===== config.mk =====
export PLATFORM = sky130hd
export DESIGN_NAME = xonxoff_flow_ctrl
export DESIGN_NICKNAME = d
export VERILOG_FILES = /design/src/rtl/swfc_pkg.sv /design/src/rtl/swfc_cfg_regs.sv /design/src/rtl/swfc_rx_match.sv /design/src/rtl/swfc_tx_insert.sv /design/src/rtl/xonxoff_flow_ctrl.sv
export SDC_FILE = /design/constraint.sdc
export NUM_CORES = 1
export LEC_CHECK = 0
export BUFFER_PORTS_ARGS = -buffer_cell sky130_fd_sc_hd__buf_2
export CAP_MARGIN = 20
export CORE_MARGIN = 5
export CORE_UTILIZATION = 57
export CTS_CLUSTER_DIAMETER = 120
export DETAILED_ROUTE_END_ITERATION = 7
export MAX_ROUTING_LAYER = met4
export PLACE_DENSITY = 0.8
export SLEW_MARGIN = 10
export SYNTH_ARGS = -nofsm -noshare
export SYNTH_HDL_FRONTEND = slang
export SYNTH_SLANG_ARGS = --single-unit
export TNS_END_PERCENT = 10

===== constraint.sdc =====
create_clock -name clk -period 2.41 [get_ports clk]
set_clock_uncertainty 0.1 [all_clocks]
set_input_delay 0.1205 -clock clk [delete_from_list [all_inputs] [get_ports clk]]
set_output_delay 0.1205 -clock clk [all_outputs]
set_load 0.05 [all_outputs]

===== src/rtl/swfc_pkg.sv =====
package swfc_pkg;
  // register select codes
  localparam int SEL_MODE  = 0;
  localparam int SEL_ON_A  = 1;
  localparam int SEL_ON_B  = 2;
  localparam int SEL_OFF_A = 3;
  localparam int SEL_OFF_B = 4;
  localparam int NUM_CHARS = 4;
  localparam int MODE_W    = 4;

  // index of each control character inside the character bank
  localparam int IDX_ON_A  = 0;
  localparam int IDX_ON_B  = 1;
  localparam int IDX_OFF_A = 2;
  localparam int IDX_OFF_B = 3;

  typedef enum logic [1:0] {
    PEND_NONE = 2'd0,
    PEND_ON   = 2'd1,
    PEND_OFF  = 2'd2
  } pend_e;
endpackage


===== src/rtl/swfc_cfg_regs.sv =====
module swfc_cfg_regs
  import swfc_pkg::*;
#(
  parameter int CHAR_W = 8,
  parameter int SEL_W  = 3
) (
  input  logic              clk,
  input  logic              rst,
  input  logic              we,
  input  logic [SEL_W-1:0]  sel,
  input  logic [CHAR_W-1:0] wdata,
  output logic [MODE_W-1:0] mode,
  output logic [CHAR_W-1:0] chars [NUM_CHARS],
  output logic              mode_wr
);
  assign mode_wr = we && (sel == SEL_W'(SEL_MODE));

  always_ff @(posedge clk) begin
    if (rst)          mode <= '0;
    else if (mode_wr) mode <= wdata[MODE_W-1:0];
  end

  // character k lives at select code k+1
  for (genvar k = 0; k < NUM_CHARS; k++) begin : g_char
    always_ff @(posedge clk) begin
      if (rst)
        chars[k] <= '0;
      else if (we && (sel == SEL_W'(k + 1)))
        chars[k] <= wdata;
    end
  end
endmodule


===== src/rtl/swfc_rx_match.sv =====
module swfc_rx_match
  import swfc_pkg::*;
#(
  parameter int CHAR_W = 8
) (
  input  logic              clk,
  input  logic              rst,
  input  logic [MODE_W-1:0] mode,
  input  logic [CHAR_W-1:0] chars [NUM_CHARS],
  input  logic              mode_wr,
  input  logic              in_valid,
  input  logic [CHAR_W-1:0] in_char,
  output logic              out_valid,
  output logic [CHAR_W-1:0] out_data,
  output logic              out_ctrl,
  output logic              paused
);
  logic [1:0] rx_bits, tx_bits;
  logic       either_mode, pair_mode;
  logic       hit_on_a, hit_on_b, hit_off_a, hit_off_b;
  logic       do_off, do_on, do_flag;
  pend_e      pend_q, pend_d;

  assign rx_bits     = mode[1:0];
  assign tx_bits     = mode[3:2];
  assign either_mode = (rx_bits == 2'b11) && (tx_bits == 2'b10 || tx_bits == 2'b01);
  assign pair_mode   = (rx_bits == 2'b11) && !either_mode;

  assign hit_on_a  = (in_char == chars[IDX_ON_A]);
  assign hit_on_b  = (in_char == chars[IDX_ON_B]);
  assign hit_off_a = (in_char == chars[IDX_OFF_A]);
  assign hit_off_b = (in_char == chars[IDX_OFF_B]);

  always_comb begin
    do_off  = 1'b0;
    do_on   = 1'b0;
    do_flag = 1'b0;
    pend_d  = PEND_NONE;
    if (in_valid) begin
      if (pair_mode) begin
        if (pend_q == PEND_OFF && hit_off_b) begin
          do_off  = 1'b1;
          do_flag = 1'b1;
        end else if (pend_q == PEND_ON && hit_on_b) begin
          do_on   = 1'b1;
          do_flag = 1'b1;
        end else if (hit_off_a) begin
          pend_d  = PEND_OFF;
          do_flag = 1'b1;
        end else if (hit_on_a) begin
          pend_d  = PEND_ON;
          do_flag = 1'b1;
        end
      end else begin
        unique case (rx_bits)
          2'b10: begin do_off = hit_off_a;              do_on = hit_on_a;             end
          2'b01: begin do_off = hit_off_b;              do_on = hit_on_b;             end
          2'b11: begin do_off = hit_off_a || hit_off_b; do_on = hit_on_a || hit_on_b; end
          default: begin do_off = 1'b0;                 do_on = 1'b0;                 end
        endcase
        do_flag = do_off || do_on;
      end
    end else begin
      pend_d = pend_q;
    end
  end

  always_ff @(posedge clk) begin
    if (rst) begin
      pend_q    <= PEND_NONE;
      paused    <= 1'b0;
      out_valid <= 1'b0;
      out_data  <= '0;
      out_ctrl  <= 1'b0;
    end else begin
      pend_q    <= mode_wr ? PEND_NONE : pend_d;
      out_valid <= in_valid;
      out_data  <= in_char;
      out_ctrl  <= do_flag;
      if (do_off)     paused <= 1'b1;
      else if (do_on) paused <= 1'b0;
    end
  end
endmodule


===== src/rtl/swfc_tx_insert.sv =====
module swfc_tx_insert
  import swfc_pkg::*;
#(
  parameter int CHAR_W = 8
) (
  input  logic              clk,
  input  logic              rst,
  input  logic [1:0]        tx_bits,
  input  logic [CHAR_W-1:0] chars [NUM_CHARS],
  input  logic              near_full,
  input  logic              slot,
  output logic              ctl_valid,
  output logic [CHAR_W-1:0] ctl_char
);
  logic              nf_q;
  logic              rise, fall, kick;
  logic              kind_off, pair, second;
  logic [CHAR_W-1:0] first_char;

  // tracks the input every cycle, reset or not, so edges line up with the pin history
  always_ff @(posedge clk) nf_q <= near_full;

  assign rise = near_full && !nf_q;
  assign fall = !near_full && nf_q;
  assign kick = (rise || fall) && (tx_bits != 2'b00);

  always_comb begin
    if (tx_bits == 2'b01) first_char = rise ? chars[IDX_OFF_B] : chars[IDX_ON_B];
    else                  first_char = rise ? chars[IDX_OFF_A] : chars[IDX_ON_A];
  end

  always_ff @(posedge clk) begin
    if (rst) begin
      ctl_valid <= 1'b0;
      ctl_char  <= '0;
      kind_off  <= 1'b0;
      pair      <= 1'b0;
      second    <= 1'b0;
    end else if (kick) begin
      ctl_valid <= 1'b1;
      ctl_char  <= first_char;
      kind_off  <= rise;
      pair      <= (tx_bits == 2'b11);
      second    <= 1'b0;
    end else if (ctl_valid && slot) begin
      if (pair && !second) begin
        second   <= 1'b1;
        ctl_char <= kind_off ? chars[IDX_OFF_B] : chars[IDX_ON_B];
      end else begin
        ctl_valid <= 1'b0;
      end
    end
  end
endmodule


===== src/rtl/xonxoff_flow_ctrl.sv =====
module xonxoff_flow_ctrl
  import swfc_pkg::*;
#(
  parameter int CHAR_W = 8,
  parameter int SEL_W  = 3
) (
  input  logic              clk,
  input  logic              rst,
  input  logic              cfg_we,
  input  logic [SEL_W-1:0]  cfg_sel,
  input  logic [CHAR_W-1:0] cfg_wdata,
  input  logic              rx_valid,
  input  logic [CHAR_W-1:0] rx_char,
  output logic              rx_out_valid,
  output logic [CHAR_W-1:0] rx_out_data,
  output logic              rx_out_ctrl,
  output logic              tx_paused,
  input  logic              near_full,
  input  logic              tx_slot,
  output logic              tx_ctl_valid,
  output logic [CHAR_W-1:0] tx_ctl_char
);
  logic [MODE_W-1:0] mode;
  logic [CHAR_W-1:0] chars [NUM_CHARS];
  logic              mode_wr;

  swfc_cfg_regs #(.CHAR_W(CHAR_W), .SEL_W(SEL_W)) u_regs (
    .clk(clk), .rst(rst), .we(cfg_we), .sel(cfg_sel), .wdata(cfg_wdata),
    .mode(mode), .chars(chars), .mode_wr(mode_wr)
  );

  swfc_rx_match #(.CHAR_W(CHAR_W)) u_rx (
    .clk(clk), .rst(rst), .mode(mode), .chars(chars), .mode_wr(mode_wr),
    .in_valid(rx_valid), .in_char(rx_char),
    .out_valid(rx_out_valid), .out_data(rx_out_data), .out_ctrl(rx_out_ctrl),
    .paused(tx_paused)
  );

  swfc_tx_insert #(.CHAR_W(CHAR_W)) u_tx (
    .clk(clk), .rst(rst), .tx_bits(mode[3:2]), .chars(chars),
    .near_full(near_full), .slot(tx_slot),
    .ctl_valid(tx_ctl_valid), .ctl_char(tx_ctl_char)
  );
endmodule


---- Word level (Yosys, flattened, before mapping) ----
Cells that the tools add are included.
storage, ports and cells
  memory bits (read-only) ................. 0
  memories ................................ 0
  output and inout port bits .............. 20
  word-level logic and storage cells ...... 103
  bits in latches ......................... 0
  bits in writable memories ............... 0
  register bits ........................... 62
cells by class
  magnitude comparators ................... 0
  shift operators ......................... 0
  multipliers ............................. 0
  div/mod/pow operators ................... 0
  bitwise logic cells ..................... 1
  add/sub/neg operators ................... 0
  equal/unequal tests ..................... 17
  reductions and logical operators ........ 34
  muxes and demuxes ....................... 35
operators by type and width
  kind                                                                   number
  8-bit two-way mux                                                      7
  8-bit equality test                                                    4
  1-bit two-way mux                                                      22
  1-bit logical AND                                                      14
  2-bit equality test, second input constant                             5
  2-bit two-way mux                                                      4
  2-bit nonzero test                                                     4
  2-bit by 1-bit equality test with 1-bit output, second input constant  3
  3-bit by 2-bit equality test with 1-bit output, second input constant  2
  1-bit one-hot mux with 3 select lines                                  2
  2-bit AND reduction                                                    3
  2-bit OR reduction                                                     3
  1-bit logical OR                                                       5
  1-bit logical NOT                                                      4
  3-bit by 1-bit equality test with 1-bit output, second input constant  1
  3-bit equality test, second input constant                             1
  3-bit logical NOT                                                      1
  2-bit by 1-bit != test with 1-bit output, second input constant        1
  1-bit NOT                                                              1

---- Depth between registers and ports, before layout ----
Gate-level depths: netlist of run 1.
  word-level depth ........................ 11
  mapped depth ............................ 9
  gate-level depth less buffers ........... 7

---- Cells and area by module ----
Synthesis of run 1 repeated with hierarchy kept, for this count alone.
unflattened totals
  cells, all modules ...................... 318
  area, all modules ....................... 3226.8 µm²
by module, submodules not included
  module          area each (µm²)  instances  cells each
  swfc_cfg_regs   1451.4           1          131
  swfc_rx_match   903.4            1          97
  swfc_tx_insert  872.1            1          90

---- Worst setup path after synthesis of run 1 ----
No wires, ideal clock.
  kind .................................... reg2reg
  start ................................... reg u_regs.mode[2]
  end ..................................... reg u_tx.ctl_char[5]
  path buffers ............................ 2
  clock period less this slack ............ 1.799 ns
  required time ........................... 2.245 ns
  library setup time ...................... 0.065 ns
  arrival time ............................ 1.634 ns
  cell stages (with the launch flop) ...... 10
  path slack .............................. 0.611 ns
  cell sequence ........................... dfxtp_1 -> inv_1 -> ha_1 -> or2_2 -> buf_2 -> o21a_1 -> buf_6 -> a211oi_1 -> a21oi_1 -> nor2_1
on the way
  word-level cells in the longest chain between the ends .. 4
  elaborated cells between the ends (all ways) .. 8
ends and longest elaborated chain
  what                           RTL line              RTL
  from (decl)                    swfc_cfg_regs.sv:12   output logic [MODE_W-1:0] mode,
  from (signal assigned)         swfc_cfg_regs.sv:20   else if (mode_wr) mode <= wdata[MODE_W-1:0];
  2-bit nonzero test             swfc_tx_insert.sv:25  assign kick = (rise || fall) && (tx_bits != 2'b00);
  1-bit logical AND              swfc_tx_insert.sv:25
  2-bit nonzero test (no line)   -
  2-bit AND reduction (no line)  -
  to (signal assigned)           swfc_tx_insert.sv:41  ctl_char <= first_char;
  to (signal assigned)           swfc_tx_insert.sv:48  ctl_char <= kind_off ? chars[IDX_OFF_B] : chars[IDX_ON_B];
  to (decl)                      swfc_tx_insert.sv:13  output logic [CHAR_W-1:0] ctl_char
Parallel ways exist; a longest one is shown, timed or not.
A chain may end at the register's enable or synchronous reset.

---- Worst setup path after layout of run 1 ----
  start ................................... in near_full
  end ..................................... reg u_tx.ctl_char[2]
on the way
  word-level cells in the longest chain between the ends .. 6
  elaborated cells between the ends (all ways) .. 12
ends and longest elaborated chain
  what                           RTL line                 RTL
  from (decl)                    xonxoff_flow_ctrl.sv:18  input logic near_full,
  1-bit logical NOT              swfc_tx_insert.sv:24     assign fall = !near_full && nf_q;
  1-bit logical AND              swfc_tx_insert.sv:24
  1-bit logical OR               swfc_tx_insert.sv:25
  1-bit logical AND              swfc_tx_insert.sv:25
  2-bit nonzero test (no line)   -
  2-bit AND reduction (no line)  -
Parallel ways exist; a longest one is shown, timed or not.

==> results.py, run 1 <==
metrics = {
    "synthesis": {
        "synth_seq_cells": 62,
        "syn_area_um2": 3070,
        "syn_avg_cell_area_um2": 8.90,
        "syn-num-nets": 374,
        "syn_inst": 345,
        "yosysSeqAreaShare": 0.404,
        "yosys_warnings": 0,
        "ys_types": 39,
    },
    "drt": {
        "firstDrtPassIters": 4,
        "routed_via_density": 5.38,
        "wl_per_cell_um": 15.0,
        "route.detailed.drc": 0,
        "drtIter0Drc": 138,
        "vias": 2517,
        "finalWirelength_mm": 7.02,
        "ant_nets": 0,
    },
    "clocking": {
        "cts.clk_slew.worst_paths_ns": 0.06,
        "cts_resized": 0,
        "numCtsBuffers": 9,
        "cts.sinks": 62,
        "cts_tree": "done",
        "clock-root-buffer": "clkbuf_8",
        "postCtsHoldBufs": 16,
        "cts_buffer_depth": 2,
        "clk_latency_ns": 0.34,
        "htree_levels": 3,
        "post-cts-setup-buffer-count": 0,
    },
    "critical_path": {
        "start_kind": "primary input",
        "r2r_start": "u_regs.mode[3]",
        "criticalPathCategory": "in -> reg",
        "critPathArrivalTime_ns": 2.25,
        "cp-startpoint": "near_full",
        "reg2reg_depth": 7,
        "end_kind": "register",
        "critPathRequiredTime_ns": 2.58,
        "crit_fanout": 19,
        "reg2reg_to": "u_tx.ctl_char[2]",
        "r2r_slack_ns": 0.36,
    },
    "timing": {
        "fmax_mhz": 479,
        "maxSlewViolCount": 0,
        "post-route-min-period_ns": 2.09,
        "rsz0062_at_grt": "no",
        "finalHoldViolations": 0,
        "tightest_slew_ns": 0.618,
        "setup_tns_ns": 0,
        "setup_violations": 0,
        "slew_headroom": 0.588,
        "fin_crit_sh": 0.866,
    },
    "global_routing": {
        "met3_usage": 0.0663,
        "globalRouteOverflowTotal": 0,
        "grt_pass1_vias": 2544,
        "grtUsageMet1": 0.285,
        "grt_max_degree": 39,
        "grt_pass1_wl_mm": 12.1,
        "grt_use_total": 0.223,
        "busiest_layer": "met2",
        "use_met2": 0.340,
        "antenna_found_initial": 0,
    },
    "die": {
        "die_area_um2": 6950,
        "fp.dieH_um": 83.4,
        "core-area_um2": 5170,
        "io_pins": 45,
        "rows": 26,
        "die_x_um": 83.4,
        "start_util": 0.594,
    },
    "power_and_ir_drop": {
        "swShare": 0.250,
        "switchingPower_w": 0.000548,
        "p_leak_nw": 1.30,
        "pwr-share-seq": 0.487,
        "peakVddDrop_uv": 552,
        "power.clock.fraction": 0.406,
        "power.internal_w": 0.00164,
        "p_per_area_nw_per_um2": 606,
        "p_comb_frac": 0.107,
    },
    "placement": {
        "dpl.cell_count": 437,
        "gp_routability_congestion": 1.02,
        "hpwlAfterDp_mm": 5.16,
        "numPortBuffers": 44,
    },
    "outcome": {
        "status": "completed",
    },
    "min_path": {
        "hold_end": "u_rx.out_data[3]",
        "hold_depth": 2,
        "min_path_type": "in -> reg",
        "worst_hold_startpoint": "rx_char[3]",
    },
    "finish": {
        "fin_cells": 468,
        "n_antenna_cell": 0,
        "fin_nets": 423,
        "areaGrowthSynthToFinish_pct": 17.6,
        "nFillCells": 407,
        "drive_gt1_frac": 0.191,
        "final_common_cell": "dfxtp_1",
        "most-common-layout-cells": "dfxtp_1, nand2_1, buf_2",
    },
    "run": {
        "cap_violations": 0,
    },
}
area by class of cell:
type / count / area (µm²) / area share
multi-input cells: 254 / 1680 / 0.465
flip-flops and latches: 62 / 1240 / 0.344
repair buffers: 62 / 395 / 0.109
clock buffers: 11 / 141 / 0.0392
well taps: 70 / 87.6 / 0.0243
clock inverters: 4 / 47.5 / 0.0132
inverters: 5 / 18.8 / 0.00520
layer usage:
metal / vias to the layer above / part of all wire
li1: 1275 / -
met1: 1158 / 0.46
met2: 74 / 0.45
met3: 10 / 0.076
met4: 0 / 0.011
met5: - / 0
worst max-delay path, cell delays in order:
cell and delay (ns):
dlygate4sd3_1 0.54, buf_2 0.13, ha_1 0.29, or2_2 0.42, o21a_1 0.32, a211oi_1 0.24, a21oi_1 0.08, nor2_1 0.12
cells by family after synthesis:
| kind of cell | count (synthesis) | share of synthesized area |
|---|---|---|
| xor gates and xnor gates | 32 | 0.0913 |
| DFF | 62 | 0.404 |
| buffers and inverters | 29 | 0.0489 |
| muxes | 26 | 0.117 |
| adders and majority gates | 4 | 0.0163 |
| and+or+nand+nor | 131 | 0.195 |
| AOI/OAI and AO/OA | 61 | 0.127 |
power groups by stage:
| stage | sequential, W | clock [W] | combinational, W |
|---|---|---|---|
| finish | 0.00107 | 0.000888 | 0.000234 |
| global route | 0.00107 | 0.000941 | 0.000256 |
| CTS | 0.00107 | 0.000901 | 0.000233 |
| detailed placement | 0.00109 | 0 | 0.000213 |
| global placement | 0.00109 | 0 | 0.000210 |
| floorplan | 0.00111 | 0 | 0.000131 |
registers in the layout (all words and copies together) (netlist names):
name            count
u_tx.nf_q           1
u_regs.mode         4
u_rx.out_data       8
u_rx.pend_q         2
u_rx.out_valid      1
u_rx.out_ctrl       1
u_tx.pair           1
u_tx.second         1
u_tx.ctl_valid      1
u_tx.kind_off       1
u_tx.ctl_char       8
u_rx.paused         1
u_regs.chars       32
worst max-delay path by stage:
stage	to	slack, ns	depth (start not counted)
after global routing	u_tx.ctl_char[0]	0.12	8
final	u_tx.ctl_char[2]	0.32	8
after floorplan	u_tx.ctl_char[5]	0.61	9
after global placement	u_tx.ctl_char[6]	0.46	7
after detailed placement	u_tx.ctl_char[2]	0.41	7
after CTS	u_tx.ctl_char[2]	0.32	8
stage by stage:
stage	power (W)	worst slack, ns	util	cell area (µm²)	hold slack (ns)
floorplan	0.00124	0.611	-	3070	0.0482
global placement	0.00130	0.458	0.631	3260	0.144
detailed placement	0.00130	0.407	0.631	3260	0.148
CTS	0.00220	0.324	0.698	3610	0.00134
global route	0.00227	0.121	0.698	3610	0.00870
finish	0.00219	0.323	0.698	3610	0.0134
synth_stat cells (all sizes together):
| cell type | number | area share |
|---|---|---|
| a2111oi | 1 | 0.0049 |
| a32o | 1 | 0.0033 |
| a31oi | 1 | 0.0020 |
| nor4b | 2 | 0.0057 |
| ha | 4 | 0.016 |
| a21oi | 38 | 0.062 |
| nor3 | 2 | 0.0033 |
| and3 | 3 | 0.0061 |
| a221oi | 1 | 0.0029 |
| nand2 | 54 | 0.066 |
| o21bai | 1 | 0.0037 |
| nor2b | 11 | 0.022 |
| a21boi | 1 | 0.0024 |
| a211oi | 8 | 0.020 |
| mux2i | 18 | 0.059 |
| dfxtp | 62 | 0.40 |
| o311ai | 1 | 0.0086 |
| nor4 | 1 | 0.0020 |
| o21ai | 3 | 0.0049 |
| or2 | 2 | 0.0041 |
| mux4 | 8 | 0.059 |
| o31ai | 1 | 0.0024 |
| and2 | 1 | 0.0020 |
| nand4 | 8 | 0.020 |
| buf | 15 | 0.032 |
| nand3 | 3 | 0.0049 |
| inv | 5 | 0.0061 |
| a31o | 1 | 0.0029 |
| a211o | 1 | 0.0029 |
| clkbuf | 9 | 0.011 |
| nor2 | 40 | 0.050 |
| nand2b | 4 | 0.0081 |
| xnor2 | 32 | 0.091 |
| o21a | 2 | 0.0049 |
Note: power is estimated with default switching activity, not from simulation.
==> inputs of run 2 (changes only) <==
--- a/config.mk
+++ b/config.mk
@@ -8,11 +8,11 @@
 export BUFFER_PORTS_ARGS = -buffer_cell sky130_fd_sc_hd__buf_2
 export CAP_MARGIN = 20
 export CORE_MARGIN = 5
-export CORE_UTILIZATION = 57
+export CORE_UTILIZATION = 51
 export CTS_CLUSTER_DIAMETER = 120
 export DETAILED_ROUTE_END_ITERATION = 7
 export MAX_ROUTING_LAYER = met4
-export PLACE_DENSITY = 0.8
+export PLACE_DENSITY = 0.75
 export SLEW_MARGIN = 10
 export SYNTH_ARGS = -nofsm -noshare
 export SYNTH_HDL_FRONTEND = slang
==> constraint.sdc (replaced) <==
create_clock -name clk -period 1.72 [get_ports clk]
set_clock_uncertainty 0.1 [all_clocks]
set_input_delay 0.086 -clock clk [delete_from_list [all_inputs] [get_ports clk]]
set_output_delay 0.086 -clock clk [all_outputs]
set_load 0.05 [all_outputs]
==> run 2 against run 1 <==
The run now ends with setup timing left. Flip-flop and latch count did not move. Register-to-register slack worse by 0.37 ns. Power up 53%. Via count grew 6.0%. Sequential power rose by 39%. Setup slack got worse by 0.34 ns. Wire length is 14% higher. Count of clock-buffer cells in the layout up 2. Non-clock buffer count grew 26. Critical path depth unchanged. Worst hold slack gained 0.14 ns. Highest routed layer unchanged.
==> results.py, run 2 (same netlist as run 1, synthesis figures left out) <==
metrics = {
    "critical_path": {
        "critPathRequiredTime_ns": 1.84,
        "crit_fanout": 18,
        "reg2reg_to": "u_tx.ctl_char[0]",
        "start_kind": "register",
        "reg2reg_depth": 8,
        "cp-endpoint": "u_tx.ctl_char[0]",
        "crit_path_top_delay_cell": "or2_2",
        "path_cells": "inv_1 > ha_1 > or2_2 > buf_8 > nor2_2 > a211oi_1 > a21oi_1 > nor2_1",
        "r2r_start": "u_tx.nf_q",
        "crit_path_max_incr_delay_ns": 0.33,
        "criticalPathCategory": "reg -> reg",
        "cp-startpoint": "u_tx.nf_q",
        "end_kind": "register",
        "critPathArrivalTime_ns": 1.85,
        "r2r_slack_ns": -0.01,
    },
    "finish": {
        "nFillCells": 460,
        "multi_input_comb_area_um2": 1750,
        "areaGrowthSynthToFinish_pct": 28.9,
        "final_common_cell": "dfxtp_1",
        "largest_reg_flops": 32,
        "most-common-layout-cells": "dfxtp_1, nand2_1, buf_2",
        "drive_gt1_frac": 0.264,
        "n_antenna_cell": 0,
        "reg.largest.list": "u_regs.chars (32), u_rx.out_data (8), u_tx.ctl_char (8)",
        "top_register": "u_regs.chars",
        "fin_cells": 500,
        "post-route-util": 0.672,
        "fin_nets": 449,
        "regArea_um2": 1250,
    },
    "drt": {
        "firstDrtPassIters": 4,
        "wl_per_cell_um": 16.0,
        "drtIter0Drc": 210,
        "finalWirelength_mm": 8.02,
        "routed_via_density": 5.33,
        "ant_nets": 0,
        "route.detailed.drc": 0,
        "vias": 2667,
    },
    "global_routing": {
        "globalRouteOverflowTotal": 0,
        "met3_usage": 0.0376,
        "grt_max_degree": 34,
        "antenna_found_initial": 0,
        "grtUsageMet1": 0.303,
        "grt_pass1_vias": 2452,
        "grt_use_total": 0.222,
        "use_met2": 0.326,
        "grt_pass1_wl_mm": 12.5,
        "busiest_layer": "met2",
    },
    "die": {
        "io_pins": 45,
        "rows": 28,
        "fp.dieH_um": 87.6,
        "die_x_um": 87.6,
        "start_util": 0.522,
        "die_area_um2": 7670,
        "core-area_um2": 5890,
    },
    "clocking": {
        "cts.sinks": 62,
        "cts_tree": "done",
        "htree_levels": 3,
        "numCtsBuffers": 9,
        "cts_buffer_depth": 2,
        "clk_latency_ns": 0.34,
        "clock-root-buffer": "clkbuf_8",
        "cts.clk_slew.worst_paths_ns": 0.07,
    },
    "timing": {
        "setup_tns_ns": -0.0167,
        "maxSlewViolCount": 0,
        "slew_headroom": 0.676,
        "finalHoldWorstSlack_ns": 0.149,
        "fmax_mhz": 577,
        "post-route-min-period_ns": 1.73,
        "tightest_slew_ns": 0.485,
        "rsz0062_at_grt": "yes",
        "setup_violations": 2,
        "setup_ws_ns": -0.0131,
        "fin_crit_sh": 1.01,
        "finalHoldViolations": 0,
    },
    "placement": {
        "dpl.cell_count": 465,
        "hpwlAfterDp_mm": 5.71,
        "gp_routability_congestion": 1.07,
        "numPortBuffers": 44,
    },
    "outcome": {
        "violations": "setup timing",
        "status": "complete, but fails checks",
    },
    "min_path": {
        "min_path_type": "in -> reg",
    },
    "power_and_ir_drop": {
        "peakVddDrop_uv": 540,
        "p_per_area_nw_per_um2": 845,
        "power_w": 0.00334,
        "p_leak_nw": 1.47,
    },
    "run": {
        "cap_violations": 0,
    },
}
## run 2: stage by stage
step / instance area, µm² / setup WS, ns
2_1_floorplan: 3080 / -0.0347
3_3_place_gp: 3460 / -0.0402
3_5_place_dp: 3460 / -0.0808
4_1_cts: 3930 / -0.0104
5_1_grt: 3960 / -0.0905
6_report: 3960 / -0.0131
## run 2: where the power goes
group | switching, W | internal [W] | total, W
Sequential | 0.0000223 | 0.00147 | 0.00149
Combinational | 0.000216 | 0.000161 | 0.000377
Clock | 0.000544 | 0.000933 | 0.00148
Total | 0.000782 | 0.00256 | 0.00334
## run 2: worst min path at each step
| stage | startpoint | to | slack, ns | cells past startpoint |
|---|---|---|---|---|
| after floorplan | near_full | u_tx.nf_q | 0.01 | 0 |
| after global placement | near_full | u_tx.nf_q | 0.11 | 1 |
| after detailed placement | near_full | u_tx.nf_q | 0.11 | 1 |
| after CTS | cfg_sel[0] | u_regs.chars[22] | 0.13 | 5 |
| after global routing | cfg_sel[0] | u_regs.chars[22] | 0.16 | 5 |
| final | near_full | u_tx.pair | 0.15 | 5 |
## run 2: area by class of cell
type                       instances  area share
multi-input combinational        254       0.443
timing repair buffer              88       0.154
sequential                        62       0.315
clock inverter                     3      0.0164
clock buffer                      13      0.0427
inverter                           5     0.00538
tap                               75      0.0237
## run 2: routing by layer
| layer | vias to the layer above | wire (µm) |
|---|---|---|
| li1 | 1326 | - |
| met1 | 1222 | 3610 |
| met2 | 103 | 3600 |
| met3 | 16 | 658 |
| met4 | 0 | 156 |
| met5 | - | 0 |
## run 2: worst max-delay path, delay by kind of cell, from the launching register on
| kind | cells | cell delay (ns) |
|---|---|---|
| and+or+nand+nor | 3 | 0.51 |
| DFF | 1 | 0.31 |
| adders and majority gates | 1 | 0.30 |
| buffers and inverters | 2 | 0.21 |
| AOI/OAI and AO/OA | 2 | 0.18 |
## run 2: repair_timing
| item | in CTS | in global routing |
|---|---|---|
| endpoints found under the hold margin | 47 | 0 |
| resized for setup | 11 | 7 |
| hold buffers | 20 | 0 |
| setup endpoints to repair | 12 | 12 |
| pin swaps | 6 | 3 |
| buffers inserted | 0 | 0 |
